### src/rtl/rob_pkg.sv
package rob_pkg;
    typedef enum logic [1:0] {
        KIND_REG    = 2'd0,
        KIND_STORE  = 2'd1,
        KIND_BRANCH = 2'd2
    } kind_e;
endpackage

### src/rtl/rob_remap.sv
// Rebuilds the register status table from the live register writers, oldest first.
module rob_remap #(
    parameter int ENTRIES = 8,
    parameter int AREG_W  = 3,
    localparam int IDX_W  = $clog2(ENTRIES),
    localparam int NREGS  = 1 << AREG_W
) (
    input  logic [IDX_W-1:0]  head_idx,
    input  logic [ENTRIES-1:0] live,
    input  logic [AREG_W-1:0] dst [ENTRIES],
    output logic [NREGS-1:0]  busy,
    output logic [IDX_W-1:0]  tag [NREGS]
);
    logic [IDX_W-1:0] idx;

    always_comb begin
        busy = '0;
        idx  = '0;
        for (int r = 0; r < NREGS; r++) tag[r] = '0;
        for (int k = 0; k < ENTRIES; k++) begin
            idx = head_idx + IDX_W'(k);
            if (live[idx]) begin
                busy[dst[idx]] = 1'b1;
                tag[dst[idx]]  = idx;
            end
        end
    end
endmodule

### src/rtl/rob_src_port.sv
// Operand lookup: finds the pending producer of a register and its result.
module rob_src_port #(
    parameter int ENTRIES = 8,
    parameter int AREG_W  = 3,
    parameter int DATA_W  = 16,
    localparam int IDX_W  = $clog2(ENTRIES),
    localparam int NREGS  = 1 << AREG_W
) (
    input  logic [AREG_W-1:0] src_reg,
    input  logic [NREGS-1:0]  busy,
    input  logic [IDX_W-1:0]  tag [NREGS],
    input  logic [ENTRIES-1:0] done,
    input  logic [DATA_W-1:0] value [ENTRIES],
    output logic              src_pending,
    output logic              src_ready,
    output logic [IDX_W-1:0]  src_tag,
    output logic [DATA_W-1:0] src_value
);
    always_comb begin
        src_pending = busy[src_reg];
        src_tag     = tag[src_reg];
        src_ready   = src_pending && done[src_tag];
        src_value   = src_ready ? value[src_tag] : '0;
    end
endmodule

### src/rtl/spec_rob.sv
module spec_rob
    import rob_pkg::*;
#(
    parameter int          ENTRIES    = 8,
    parameter int          AREG_W     = 3,
    parameter int          DATA_W     = 16,
    parameter int          PC_W       = 16,
    parameter int          EXC_W      = 3,
    parameter int unsigned HANDLER_PC = 32'h0000_0F00,
    localparam int IDX_W = $clog2(ENTRIES),
    localparam int PTR_W = IDX_W + 1,
    localparam int NREGS = 1 << AREG_W
) (
    input  logic              clk,
    input  logic              rst_n,
    input  logic              alloc_valid,
    output logic              alloc_ready,
    input  logic [1:0]        alloc_kind,
    input  logic [AREG_W-1:0] alloc_dst,
    input  logic [PC_W-1:0]   alloc_pc,
    output logic [IDX_W-1:0]  alloc_tag,
    input  logic              cdb_valid,
    input  logic [IDX_W-1:0]  cdb_tag,
    input  logic [DATA_W-1:0] cdb_value,
    input  logic [EXC_W-1:0]  cdb_exc,
    input  logic [AREG_W-1:0] src_reg,
    output logic              src_pending,
    output logic              src_ready,
    output logic [IDX_W-1:0]  src_tag,
    output logic [DATA_W-1:0] src_value,
    output logic              commit_we,
    output logic [AREG_W-1:0] commit_dst,
    output logic [DATA_W-1:0] commit_value,
    output logic              commit_store,
    output logic              exc_valid,
    output logic [EXC_W-1:0]  exc_code,
    output logic [PC_W-1:0]   exc_pc,
    input  logic              mispredict_valid,
    input  logic [IDX_W-1:0]  mispredict_tag,
    input  logic [PC_W-1:0]   mispredict_pc,
    output logic              redirect_valid,
    output logic [PC_W-1:0]   redirect_pc
);
    typedef struct packed {
        logic              valid;
        logic              done;
        logic [1:0]        kind;
        logic [AREG_W-1:0] dst;
        logic [DATA_W-1:0] value;
        logic [EXC_W-1:0]  exc;
        logic [PC_W-1:0]   pc;
    } entry_t;

    typedef struct packed {
        logic [PTR_W-1:0] head;
        logic [PTR_W-1:0] tail;
        logic             redir_v;
        logic [PC_W-1:0]  redir_pc;
    } ctrl_t;

    entry_t ent_q [ENTRIES];
    entry_t ent_d [ENTRIES];
    ctrl_t  c_q, c_d;
    logic [NREGS-1:0] map_busy_q, map_busy_d;
    logic [IDX_W-1:0] map_tag_q [NREGS];
    logic [IDX_W-1:0] map_tag_d [NREGS];

    logic [IDX_W-1:0]  head_idx, tail_idx, head_idx_d, br_off, fl_idx;
    logic [PTR_W-1:0]  occupancy;
    logic              head_ready, exc_take, commit_fire, flush_br, alloc_fire;
    entry_t            head_e;
    logic [ENTRIES-1:0] live_d, done_q;
    logic [AREG_W-1:0] dst_d [ENTRIES];
    logic [DATA_W-1:0] val_q [ENTRIES];

    // Retirement and flush decisions
    always_comb begin
        head_idx    = c_q.head[IDX_W-1:0];
        tail_idx    = c_q.tail[IDX_W-1:0];
        occupancy   = c_q.tail - c_q.head;
        head_e      = ent_q[head_idx];
        head_ready  = head_e.valid && head_e.done;
        exc_take    = head_ready && (head_e.exc != '0);
        commit_fire = head_ready && !exc_take;
        flush_br    = mispredict_valid && !exc_take && ent_q[mispredict_tag].valid;
        alloc_ready = (occupancy != PTR_W'(ENTRIES)) && !mispredict_valid && !exc_take;
        alloc_fire  = alloc_valid && alloc_ready;
        br_off      = mispredict_tag - head_idx;
    end

    // Next-state computation
    always_comb begin
        ent_d = ent_q;
        c_d   = c_q;
        c_d.redir_v = 1'b0;
        fl_idx = '0;

        if (cdb_valid && ent_q[cdb_tag].valid) begin
            ent_d[cdb_tag].done  = 1'b1;
            ent_d[cdb_tag].value = cdb_value;
            ent_d[cdb_tag].exc   = cdb_exc;
        end

        if (commit_fire) begin
            ent_d[head_idx].valid = 1'b0;
            c_d.head = c_q.head + 1'b1;
        end

        if (alloc_fire) begin
            ent_d[tail_idx] = '{valid: 1'b1, done: 1'b0, kind: alloc_kind,
                                dst: alloc_dst, value: '0, exc: '0, pc: alloc_pc};
            c_d.tail = c_q.tail + 1'b1;
        end

        if (flush_br) begin
            for (int k = 1; k < ENTRIES; k++) begin
                fl_idx = head_idx + IDX_W'(k);
                if (k > int'(br_off)) ent_d[fl_idx].valid = 1'b0;
            end
            c_d.tail     = c_q.head + PTR_W'(br_off) + 1'b1;
            c_d.redir_v  = 1'b1;
            c_d.redir_pc = mispredict_pc;
        end

        if (exc_take) begin
            for (int k = 0; k < ENTRIES; k++) ent_d[k].valid = 1'b0;
            c_d.head     = '0;
            c_d.tail     = '0;
            c_d.redir_v  = 1'b1;
            c_d.redir_pc = PC_W'(HANDLER_PC);
        end

        head_idx_d = c_d.head[IDX_W-1:0];
        for (int k = 0; k < ENTRIES; k++) begin
            live_d[k] = ent_d[k].valid && (kind_e'(ent_d[k].kind) == KIND_REG);
            dst_d[k]  = ent_d[k].dst;
            done_q[k] = ent_q[k].valid && ent_q[k].done;
            val_q[k]  = ent_q[k].value;
        end
    end

    rob_remap #(.ENTRIES(ENTRIES), .AREG_W(AREG_W)) u_remap (
        .head_idx (head_idx_d),
        .live     (live_d),
        .dst      (dst_d),
        .busy     (map_busy_d),
        .tag      (map_tag_d)
    );

    rob_src_port #(.ENTRIES(ENTRIES), .AREG_W(AREG_W), .DATA_W(DATA_W)) u_src (
        .src_reg     (src_reg),
        .busy        (map_busy_q),
        .tag         (map_tag_q),
        .done        (done_q),
        .value       (val_q),
        .src_pending (src_pending),
        .src_ready   (src_ready),
        .src_tag     (src_tag),
        .src_value   (src_value)
    );

    always_ff @(posedge clk) begin
        if (!rst_n) begin
            c_q        <= '0;
            map_busy_q <= '0;
            for (int k = 0; k < ENTRIES; k++) ent_q[k] <= '0;
            for (int r = 0; r < NREGS; r++) map_tag_q[r] <= '0;
        end else begin
            c_q        <= c_d;
            map_busy_q <= map_busy_d;
            for (int k = 0; k < ENTRIES; k++) ent_q[k] <= ent_d[k];
            for (int r = 0; r < NREGS; r++) map_tag_q[r] <= map_tag_d[r];
        end
    end

    always_comb begin
        alloc_tag      = tail_idx;
        commit_we      = commit_fire && (kind_e'(head_e.kind) == KIND_REG);
        commit_store   = commit_fire && (kind_e'(head_e.kind) == KIND_STORE);
        commit_dst     = head_e.dst;
        commit_value   = head_e.value;
        exc_valid      = exc_take;
        exc_code       = head_e.exc;
        exc_pc         = head_e.pc;
        redirect_valid = c_q.redir_v;
        redirect_pc    = c_q.redir_pc;
    end
endmodule

### config.mk
export PLATFORM = sky130hd
export DESIGN_NAME = spec_rob
export DESIGN_NICKNAME = d
export VERILOG_FILES = /design/src/rtl/rob_pkg.sv /design/src/rtl/rob_remap.sv /design/src/rtl/rob_src_port.sv /design/src/rtl/spec_rob.sv
export SDC_FILE = /design/constraint.sdc
export NUM_CORES = 1
export LEC_CHECK = 0
export CAP_MARGIN = 20
export CORE_MARGIN = 4
export CORE_UTILIZATION = 50
export CTS_CLUSTER_SIZE = 14
export DETAILED_ROUTE_END_ITERATION = 7
export DONT_BUFFER_PORTS = 1
export PLACE_DENSITY = 0.65
export RECOVER_POWER = 25
export SYNTH_ARGS = -nofsm -noshare
export SYNTH_HDL_FRONTEND = slang
export SYNTH_SLANG_ARGS = --single-unit
### constraint.sdc
create_clock -name clk -period 6.1 [get_ports clk]
set_clock_uncertainty 0.1 [all_clocks]
set_input_delay 1.22 -clock clk [delete_from_list [all_inputs] [get_ports clk]]
set_output_delay 1.22 -clock clk [all_outputs]
set_load 0.1 [all_outputs]
==> results.toml <==
[sta]
fin_crit_ps = 5880
setup_viol = 0
rsz0062_at_grt = "no"
final-hold-violation-count = 0
slew_viol_final = 52
fmax_mhz = 170
tightest_slew_ps = 1560
slew_headroom = -0.0408
timing.setup.tns_ps = 0
period_share = 0.963

[critical_path]
crit_chain = "mux4_2, mux2_4, nor2_1, a32o_1, nor2_2, xnor2_2, buf_4, mux2i_1, mux4_2, nor3_1, buf_4, o21ai_1, a32oi_1, a211oi_1, nor4_1, o41ai_1"
arrival_ps = 6220
cp-end-kind = "flop"
setup.worst_path.start_class = "flop"
worstSetupPathType = "flop to flop"
cp_slowest_cell = "xnor2_2"
crit_path_max_incr_delay_ps = 840
crit_required_ps = 6440
path_max_fanout = 15

[power]
p_per_area_nw_per_um2 = 257
power_leakage_nw = 9.53
power.total_mw = 7.04
ir_drop_mv = 0.188

[global_routing]
top_usage_layer = "met2"
grt_pass1_vias = 25600
grt_pass1_wl_um = 159000
grt_usage = 0.385
gr-usage-met3 = 0.0740
grt-ovfl-total = 0
antenna_found_initial = 1
grt_max_degree = 193
gr-usage-met1 = 0.480
use_met2 = 0.626

[status]
status = "finished, violations left"
violations = "capacitance limit, slew limit"

[placed_design]
numPortBuffers = 0
dp_hpwl_um = 73000
gp_congestion = 1.09

[logic_synthesis]
ys_top_cells_by_count = "nand2_1 (793), dfxtp_1 (393), a21oi_1 (351), nor2_1 (256), clkbuf_1 (205)"
syn-mean-instance-area_um2 = 7.35
synth_most_common_cell = "nand2_1"
synthTopCellsByArea = "dfxtp_1 (32%), nand2_1 (12%), a21oi_1 (7.2%), mux2i_1 (4.9%), nor2_1 (4.0%)"
yosys.area.top_type_share = 0.324
ys_ff_latch = 393
ys_warn_count = 0
syn-num-nets = 3388
yosys_most_used_dff = "dfxtp_1"
netlist_instances = 3304
synth_edf_count = 0
yosys.area.top_type = "dfxtp_1"
syn_area_um2 = 24300
ys_async_sr_fraction = 0
synth_cell_types = 100
synth_seq_area_share = 0.324

[routing]
drc_errors = 0
finalWirelength_um = 106000
viasPerCell = 6.80
vias = 26700
routedWlPerCell_um = 27.0
ant_nets = 0
first_pass_iters = 7
drt_iter0_markers = 3623

[flow_run]
max_cap_viol_count = 4

[clock_network]
path_clk_slew_ps = 60
cts_max_path_buffers = 3
cts-resized-gates = 0
cts_hold_buf = 0
clkLatencyLatePin_ps = 600
clock_sinks = 393
cts_max_level = 2
cts_setup_buffers = 0
clock-root-buffer = "clkbuf_16"
numCtsBuffers = 44
cts_tree = "done"

[cells_and_area]
layout-drive-gt1-share = 0.132
design.final.nets = 3367
diodes = 0
syn_to_final_growth_pct = 12.7

[floorplanning]
ioPinCount = 153
die-width_um = 228
rows = 80
core_region_area_um2 = 47800
start_util = 0.508
die_area_um2 = 52200
dieHeight_um = 228

[hold_path]
min_path_type = "flop to flop"
worst max-delay path, delay by kind of cell (launching register included):
family | cells | cell delay (ps)
AOI/OAI and AO/OA | 5 | 1160
xor gates and xnor gates | 1 | 840
buffers and inverters | 2 | 550
DFF | 1 | 560
muxes | 4 | 1520
and+or+nand+nor | 4 | 990
layout by cell type, fill, tap and decap left out, types with 48 or more instances in the layout:
master	netlist	routed
a21oi_1	351	351
o21ai_0	75	75
nand2_1	793	793
a22oi_1	122	122
nor3_1	56	49
dfxtp_1	393	390
and3_1	48	48
mux2i_1	120	117
nor2_1	256	227
buf_4	36	215
nand3_1	85	85
layout make-up:
cell class                 instances  area [um2]
multi-input combinational       2574       15200
timing repair buffer             233        1810
clock buffer                      63        1280
inverter                          37         144
sequential                       393        7870
clock inverter                    18         262
fill                            4562       20500
tap                              615         769
per-layer routing:
metal	up-vias	share of wire
met5	-	0.00017
met4	2	0.062
met2	1841	0.46
met3	445	0.11
met1	12700	0.37
li1	11800	-
cells by family after synthesis:
| kind of cell | Yosys count | synth area share |
|---|---|---|
| multiplexers | 175 | 0.0889 |
| XOR/XNOR | 18 | 0.00711 |
| flip-flops | 393 | 0.324 |
| buffers and inverters | 337 | 0.0589 |
| AND/OR/NAND/NOR | 1448 | 0.263 |
| AO/OA/AOI/OAI | 917 | 0.250 |
| adder cells (fa/ha/maj) | 16 | 0.00865 |
path summary, 6_finish.rpt:
kind,start,slack [ps],cells past startpoint,end
setup / recovery,c_q[21],220,16,map_tag_q[22]
hold / removal,flop,350,2,flop
setup reg to reg,c_q[21],220,16,map_tag_q[22]
hold reg to reg,flop,350,2,flop
where the power goes:
group	internal (mW)	switching, mW	total [mW]
logic	0.466	1.09	1.55
clock network	1.69	1.15	2.84
registers	2.61	0.0331	2.64
per-stage QoR:
step	utilization	setup WS (ps)	hold slack, ps	cell area [um2]	std cells
final	0.572	223	354	27400	3933
after global routing	0.572	31.0	367	27400	3933
after CTS	0.572	355	355	27400	3931
after detailed placement	0.540	267	346	25800	3850
after global placement	0.539	199	339	25800	3848
after floorplan	-	10.3	333	24400	3304
Power figures use the tool's default switching activity.
